<file path="config.mk">
export PLATFORM = sky130hd
export DESIGN_NAME = ctl_pkt_ser
export DESIGN_NICKNAME = d
export VERILOG_FILES = /design/src/rtl/ctl_pkt_ser.sv
export SDC_FILE = /design/constraint.sdc
export NUM_CORES = 1
export LEC_CHECK = 0
export ABC_CLOCK_PERIOD_IN_PS = 6000
export BUFFER_PORTS_ARGS = -buffer_cell sky130_fd_sc_hd__buf_4
export CELL_PAD_IN_SITES_DETAIL_PLACEMENT = 2
export CELL_PAD_IN_SITES_GLOBAL_PLACEMENT = 2
export CORE_UTILIZATION = 35
export DETAILED_ROUTE_END_ITERATION = 8
export HOLD_SLACK_MARGIN = 0.02
export PLACE_DENSITY = 0.78
export SYNTH_ARGS = -nofsm -noshare
export SYNTH_HDL_FRONTEND = slang
export SYNTH_SLANG_ARGS = --single-unit
</file>
<file path="constraint.sdc">
create_clock -name clk -period 6 [get_ports clk]
set_clock_uncertainty 0.2 [all_clocks]
set_input_delay 1.2 -clock clk [delete_from_list [all_inputs] [get_ports clk]]
set_output_delay 1.2 -clock clk [all_outputs]
set_load 0.1 [all_outputs]
</file>
<file path="src/rtl/ctl_pkt_ser.sv">
module ctl_pkt_ser #(
  parameter int ADDR_W = 32,
  parameter int DATA_W = 64,
  parameter int TAG_W  = 8
) (
  input  logic              clk,
  input  logic              rst_n,
  input  logic              cmd_valid,
  output logic              cmd_ready,
  input  logic              cmd_write,
  input  logic              cmd_tagged,
  input  logic              cmd_wide,
  input  logic [ADDR_W-1:0] cmd_addr,
  input  logic [DATA_W-1:0] cmd_data,
  input  logic [TAG_W-1:0]  cmd_tag,
  output logic              out_valid,
  input  logic              out_ready,
  output logic [7:0]        out_byte,
  output logic              out_last
);
  localparam int IW = 5;
  localparam logic [31:0] POLY = 32'hEDB88320;

  logic              busy;
  logic [IW-1:0]     idx;
  logic              wr_q, tag_q, wide_q;
  logic [ADDR_W-1:0] addr_q;
  logic [DATA_W-1:0] data_q;
  logic [TAG_W-1:0]  tagv_q;
  logic [31:0]       crc_q;

  wire [IW-1:0] hdr_end  = tag_q ? IW'(8) : IW'(4);
  wire [IW-1:0] dlen     = !wr_q ? IW'(0) : (wide_q ? IW'(8) : IW'(4));
  wire [IW-1:0] body_end = hdr_end + IW'(8) + dlen;
  wire [IW-1:0] last_idx = body_end + IW'(3);
  wire [IW-1:0] rel      = idx - hdr_end;
  wire [IW-1:0] drel     = rel - IW'(8);
  wire [IW-1:0] crel     = idx - body_end;
  wire          beat     = busy && out_ready;
  wire          crc_en   = beat && idx >= IW'(4) && idx < body_end;

  function automatic logic [31:0] crc_step(input logic [31:0] c, input logic [7:0] b);
    logic [31:0] r;
    r = c ^ {24'h0, b};
    for (int k = 0; k < 8; k++)
      r = r[0] ? ((r >> 1) ^ POLY) : (r >> 1);
    return r;
  endfunction

  always_comb begin
    if (idx < IW'(4))
      out_byte = tag_q ? 8'h05 : 8'h02;
    else if (idx < hdr_end)
      out_byte = tagv_q;
    else if (rel < IW'(4))
      case (rel[1:0])
        2'd0:    out_byte = {7'd0, wr_q};
        2'd3:    out_byte = wide_q ? 8'h08 : 8'h04;
        default: out_byte = 8'h00;
      endcase
    else if (rel < IW'(8))
      out_byte = addr_q[{~rel[1:0], 3'b000} +: 8];
    else if (idx < body_end)
      out_byte = wide_q ? data_q[{~drel[2:0], 3'b000} +: 8]
                        : data_q[{1'b0, ~drel[1:0], 3'b000} +: 8];
    else
      out_byte = crc_q[{crel[1:0], 3'b000} +: 8];
  end

  assign cmd_ready = !busy;
  assign out_valid = busy;
  assign out_last  = busy && idx == last_idx;

  always_ff @(posedge clk) begin
    if (!rst_n) begin
      busy   <= 1'b0;
      idx    <= '0;
      crc_q  <= '1;
      wr_q   <= 1'b0;
      tag_q  <= 1'b0;
      wide_q <= 1'b0;
      addr_q <= '0;
      data_q <= '0;
      tagv_q <= '0;
    end else if (!busy && cmd_valid) begin
      busy   <= 1'b1;
      idx    <= '0;
      crc_q  <= '1;
      wr_q   <= cmd_write;
      tag_q  <= cmd_tagged;
      wide_q <= cmd_wide;
      addr_q <= cmd_addr;
      data_q <= cmd_data;
      tagv_q <= cmd_tag;
    end else if (beat) begin
      idx <= idx + IW'(1);
      if (crc_en) crc_q <= crc_step(crc_q, out_byte);
      if (idx == last_idx) busy <= 1'b0;
    end
  end
endmodule

</file>
==> results of run 1 <==
metrics by stage:
step / std cells / worst slack [ns] / instance area, um2 / total power (uW)
after floorplan: 868 / 0.934 / 7700 / 1230
final: 1242 / 1.14 / 9340 / 2410
after detailed placement: 1211 / 1.50 / 8750 / 1360
after CTS: 1242 / 1.14 / 9340 / 2440
after global placement: 1211 / 1.67 / 8750 / 1350
after global routing: 1242 / 0.915 / 9340 / 2500
Yosys cell counts (3+ instances only):
library cell and number:
a21boi_0 108, a21oi_1 16, a311oi_1 4, a31oi_1 4, and2_1 3, and3b_1 3, buf_1 4, buf_2 5
buf_4 3, clkbuf_1 45, dfxtp_1 145, ha_1 8, inv_1 7, mux2i_1 30, mux4_2 21, nand2_1 253
nand3_1 8, nand4_1 4, nor2_1 23, nor2b_1 4, nor3_1 8, nor4_1 3, o211ai_1 20, o21ai_0 8
o21ai_1 6, o22ai_1 4, or2_2 3, or3_1 5, xnor2_1 37, xnor2_2 3, xor2_1 23
layout make-up:
| type | instances | area, um2 | share of cell area (%) |
|---|---|---|---|
| Clock buffer | 18 | 439 | 4.70 |
| Tap cell | 275 | 344 | 3.68 |
| Timing Repair Buffer | 129 | 981 | 10.5 |
| Multi-Input combinational cell | 654 | 4490 | 48.1 |
| Clock inverter | 13 | 151 | 1.62 |
| Sequential cell | 145 | 2900 | 31.1 |
| Inverter | 8 | 30.0 | 0.322 |
worst paths after layout:
check,slack [ns],from,end,cells after the start
worst max-delay path,1.14,tag_q$_SDFFE_PN0P_,out_byte[7],8
worst min-delay path,0.27,data_q[2]$_SDFFE_PN0P_,data_q[2]$_SDFFE_PN0P_,2
worst max register to register,1.42,tag_q$_SDFFE_PN0P_,crc_q[25]$_SDFFE_PP1P_,12
worst min register to register,0.27,data_q[2]$_SDFFE_PN0P_,data_q[2]$_SDFFE_PN0P_,2
cells by family after synthesis:
family / synth area share, %
buffers and inverters: 4.21
DFF: 37.7
adders and majority gates: 1.56
AOI/OAI and AO/OA: 18.9
xor gates and xnor gates: 9.49
muxes: 10.9
and+or+nand+nor: 17.2
power groups by stage:
stage | combinational, uW | sequential (uW) | clock, uW
finish | 304 | 1030 | 1080
detailed placement | 305 | 1050 | 0
CTS | 309 | 1030 | 1100
global placement | 298 | 1050 | 0
global route | 334 | 1030 | 1130
floorplan | 184 | 1040 | 0
registers in the layout, indices dropped and copies added, names as in the netlist, 5 cells and up:
| name | flops |
|---|---|
| crc_q | 32 |
| data_q | 64 |
| idx | 5 |
| tagv_q | 8 |
| addr_q | 32 |
metal layers:
metal	part of all wire (%)	vias up	track usage [%]	wire (um)
met1	46	3233	30.4	11500
met4	1.9	0	6.82	475
met3	4.1	30	4.36	1030
met5	0	-	0	0
met2	48	146	39.6	12200
li1	-	3153	-	-
tightest hold or removal path: cells and delay by family, from the launching register on:
family / cells / cell delay (ns)
and+or+nand+nor: 1 / 0.05
AOI/OAI and AO/OA: 1 / 0.06
DFF: 1 / 0.31
placed cells by master, fill, tap and decap left out, types with 4 or more instances in the layout:
cell type and n:
nand2_1 252, nand4_1 4, o21ai_0 8, xnor2_1 37
o21ai_1 6, mux4_2 21, mux2i_1 30, buf_4 128
ha_1 8, inv_6 4, xor2_1 23, a21oi_1 16
o22ai_1 4, nor3_1 8, a21boi_0 108, o211ai_1 20
nand3_1 8, a31oi_1 4, clkbuf_16 17, inv_1 7
or3_1 5, a311oi_1 4, dfxtp_1 144, nor2_1 23
clkinvlp_4 4
==> results.md, run 1 <==
- Initial antenna violation count: 0
- Clock share of power: 44.7%
- Setup violators final: 0
- Syn Area/Cell: 8.87 um2
- CP required: roughly 4.6 ns
- Top FF cell, synth: dfxtp_1
- Switching share of power: 26.9%
- Data arrival, critical path: around 3.5 ns
- Dominant cells by area after synthesis: dfxtp_1 38%, nand2_1 12%, a21boi_0 11%, mux4_2 6.1%, xnor2_1 4.2%
- Max_slew headroom: 26.2%
- Syn. warnings: 0
- Worst hold path class: register to register
- Setup TNS: 0 ns
- Critical path class: register to output pin
- EDFF count, synth: 0
- Area Growth Syn to Fin: 21.3%
- Largest net degree at the start of global routing: 109
- # rows: 53
- Hold buffers post-CTS: 0
- Mapped Area: 7700 um2
- Netlist cell types: 65
- Clock Latency Late Sink: 0.44 ns
- Final HPWL DP: 17.8 mm
- CP startpoint kind: register
- Core Util, Final: 43.9%
- Core footprint: 21300 um2
- Layout cells sized above 1: 21.3%
- Clk slew on worst S/H paths: 0.06 ns
- CTS tree: done
- Avg WL per Cell: 20.3 um
- Most common cell on crit path: inv_1
- Post-CTS setup buffers: 0
- Nets: roughly 1100
- Post-synth ARST share: 0%
- Die Y: 150 um
- Num Clock Sinks: 145
- Initial Util: 36.2%
- Die Area: 22600 um2
- Combinational fraction of design power: around an eighth
- H-Tree Level Count: 4
- Routed WL: 25.2 mm
- Vias in the first global route: 7210
- Status: finished clean
- All-layer global routing usage: about a quarter
- NetSw: ~650 uW
- Min Tclk post-route: ~4.9 ns
- GP Congestion: 0.930
- Reg power frac: 42.7%
- Via count: 6562
- Buf/Inv on CP: 3
- Lkg Pwr: 0.00357 uW
- Mapped Nets: 988
- CTS resizes: 0
- Slowest CP cell: nor3_1
- Bufs on Longest Clock Path: 2
- Worst Hold Slack: 0.268 ns
- CP Cell Sequence: inv_1, ha_1, inv_1, fa_1, nor3_1, a31o_2, a21o_1, buf_4
- Delay-heaviest family, CP: adder cells
- Final Hold Fails: 0
- Peak supply drop: ~0.13 mV
- Fill cells: 2347
- First-pass GRT wire length: 39.8 mm
- PortBufs: around 120
- FF+latch count, synth: 145
- Slew at the pin closest to its max-slew limit: 1.11 ns
- Cell Pwr Density: 258 nW/um2
- Int Pwr: 1760 uW
- Drt drc: 0
- Slowest cell delay on critical path: 0.71 ns
- Clock root cell: clkbuf_16
- Io pins: 122
- Ant. Diodes: 0
- Initial DRC count: between 200 and 300
- Area leader, netlist: dfxtp_1
- Share of the synthesized area in the top cell type: 37.7%
- Seq/Total Area, Yosys: 37.7%
- Total grt overflow: 0
- Width of the die: 150 um
- Crit-path max FO: 6
- Max-cap violation count: 0
- Post-Synthesis Cells: 868
- Clock buffer count from CTS: 17
- CP Capture Type: output pin
- Via density: 5.28
- DRT Pass-1 Iters: 4
- RSZ-0062 raised after global routing: false
- Crit share post-route: 80.9%
- Maximum clock frequency: 0.206 GHz
- Pins Over Slew Limit: 0
- ANT nets after route: 0
Note: power is estimated with default switching activity, not from simulation.
==> run 2: changes to the inputs <==
ABC_CLOCK_PERIOD_IN_PS = 4600   (was 6000)
clock period = 4.6 ns   (was 6 ns; I/O delays follow)
==> run 2 against run 1 <==
Against the previous run: register-to-register slack lost 1.2 ns; sequential share of layout area is 0.42 points lower; via count about the same; largest power group unchanged; design area increased by 1.5%; worst hold slack worse by 0.0047 ns; clock power increased by 31%; die area stayed put; critical path type unchanged; routed wire length increased by 1.1%; core utilization is 0.65 points higher; global-route usage increased by 0.31 points.
==> results.md, run 2 (synthesis results as in run 1) <==
- Max_slew headroom: 24.9% (-1.3 points)
- Crit-path max FO: 11 (+5)
- Area of the multi-input gates: 4540 um2 (+1.2%)
- Data arrival, critical path: 3.32 ns (-0.14 ns)
- Routed WL: 25.5 mm (+1.1%)
- Final Hold Fails: 0 (unchanged)
- Largest registers: data_q x64, addr_q x32, crc_q x32
- Clock buffer count from CTS: 17 (unchanged)
- GP Congestion: 0.889 (-4.4%)
- Clock root cell: clkbuf_16
- Setup WS post-layout: 0.158 ns (-0.986 ns)
- Post-CTS setup buffers: 0 (unchanged)
- Avg WL per Cell: 20.4 um (+0.57%)
- Peak supply drop: 0.179 mV (+41%)
- Buf/Inv on CP: 2 (-1)
- Max reg flops: 64 (unchanged)
- Maximum clock frequency: about 0.23 GHz
- H-Tree Level Count: 4 (unchanged)
- Status: finished clean
- Pins Over Slew Limit: 0 (unchanged)
- CTS tree: done
- Layout cells sized above 1: 22.6% (+1.3 points)
- Dpl ws: 0.214 ns (-1.28 ns)
- Num Clock Sinks: 145 (unchanged)
- DP Area: 8850 um2 (+1.1%)
- Critical path class: register to output pin
- PortBufs: 121 (unchanged)
- ANT nets after route: 0 (unchanged)
- Slew at the pin closest to its max-slew limit: 1.13 ns (+0.0195 ns)
- Most flops, register: data_q
- Initial DRC count: 268 (-3.6%)
- Slowest cell delay on critical path: 0.54 ns (-0.17 ns)
- Max-cap violation count: 0 (unchanged)
- CP Capture Type: output pin
- Clk slew on worst S/H paths: 0.07 ns (about the same)
- CTS resizes: 0 (unchanged)
- Delay-heaviest family, CP: simple AND/OR/NAND/NOR gates
- Io pins: 122 (unchanged)
- # rows: 53 (unchanged)
- Total grt overflow: 0 (unchanged)
- Ant. Diodes: 0 (unchanged)
- CP startpoint kind: register
- Final HPWL DP: 17.9 mm (+0.39%)
- Nets: 1081 (+0.56%)
- Drt drc: 0 (unchanged)
- Setup violators final: 0 (unchanged)
- Vias in the first global route: 7118 (-1.3%)
- First-pass GRT wire length: 40.0 mm (+0.49%)
- Setup TNS: 0 ns (unchanged)
- Largest net degree at the start of global routing: 109 (unchanged)
- Worst hold path class: register to register
- Via density: 5.26 (-0.50%)
- Commonest non-fill, non-tap cell in the layout: nand2_1
- Core footprint: 21300 um2 (unchanged)
- Bufs on Longest Clock Path: 2 (unchanged)
- CP required: 3.48 ns (-1.12 ns)
- All-layer global routing usage: 23.8% (+0.31 points)
- DRT Pass-1 Iters: 4 (unchanged)
- Clock Latency Late Sink: 0.43 ns (about the same)
- Hold buffers post-CTS: 0 (unchanged)
- Commonest non-fill, non-tap cells in the layout: 252 x nand2_1, 141 x dfxtp_1, 130 x buf_4, 108 x a21boi_0, 35 x xnor2_1
- Final Cell Area: 9480 um2 (+1.5%)
- CP Cell Sequence: inv_1, ha_1, nand2_4, mux4_2, and3_1, nor2_1, nand2_1, a31oi_2, buf_4
- Area Growth Syn to Fin: 23.1%
- FF/Latch Area: 2910 um2 (+0.13%)
- Die Y: 150 um (unchanged)
- Initial Util: 36.2% (unchanged)
- Min Tclk post-route: 4.44 ns
- RSZ-0062 raised after global routing: false
- Initial antenna violation count: 0 (unchanged)
- Cell Pwr Density: 333 nW/um2 (+29%)
- Width of the die: 150 um (unchanged)
- Die Area: 22600 um2 (unchanged)
- Via count: 6566 (+0.061%)
- Slowest CP cell: mux4_2
- Fill cells: 2318 (-1.2%)
- Lkg Pwr: 0.00365 uW (+2.1%)
- Crit share post-route: 96.6%
[run 2: changes by cell type in the layout (fill, tap and decap cells not counted), sizes merged]
| cell | previous run | this run |
|---|---|---|
| clkinvlp | 4 | 0 |
| clkinv | 4 | 8 |
| clkbuf | 18 | 19 |
| buf | 129 | 135 |
[run 2: metal layers]
layer	part of all wire (%)	global-route usage, %
met5	0	0
met4	2.1	7.63
met3	4.0	4.64
met2	48	40.0
met1	46	30.5
[run 2: power breakdown]
group,total (uW),internal [uW],switching [uW]
registers,1340,1310,33.7
clock network,1410,822,586
logic,404,177,227
[run 2: path summary, 6_finish.rpt]
path                                         startpoint                 endpoint  slack [ns]  cells after the start
worst min-delay path            addr_q[20]$_SDFFE_PN0P_  addr_q[20]$_SDFFE_PN0P_        0.26                      2
worst min register to register  addr_q[20]$_SDFFE_PN0P_  addr_q[20]$_SDFFE_PN0P_        0.26                      2
worst max-delay path                idx[2]$_SDFFE_PP0P_              out_byte[0]        0.16                      9
worst max register to register       tag_q$_SDFFE_PN0P_   crc_q[17]$_SDFFE_PP1P_        0.22                     14
[run 2: worst reg2reg max path, cell delays in order (launching register included)]
cell and delay, ns:
dfxtp_2 0.38, inv_1 0.14, ha_1 0.24, xor2_1 0.15
xnor2_1 0.13, ha_1 0.33, o211a_1 0.24, nor2_1 0.14
a311oi_1 0.45, mux2_4 0.36, a211oi_4 0.49, xor2_1 0.34
xnor3_1 0.39, nor2_1 0.13, o21ai_1 0.11
[run 2: layout make-up]
cell class / instances / area share, %
Tap cell: 275 / 3.63
Multi-Input combinational cell: 654 / 47.9
Clock inverter: 13 / 1.57
Sequential cell: 145 / 30.7
Clock buffer: 19 / 4.67
Timing Repair Buffer: 135 / 11.2
Inverter: 8 / 0.317
[run 2: through the flow]
stage	total power [uW]	util, %	cells	hold slack, ns
2_1_floorplan	1600	-	868	0.239
3_3_place_gp	1760	41.6	1217	0.250
3_5_place_dp	1770	41.6	1217	0.261
4_1_cts	3190	44.3	1249	0.269
5_1_grt	3280	44.5	1249	0.294
6_report	3160	44.5	1249	0.263
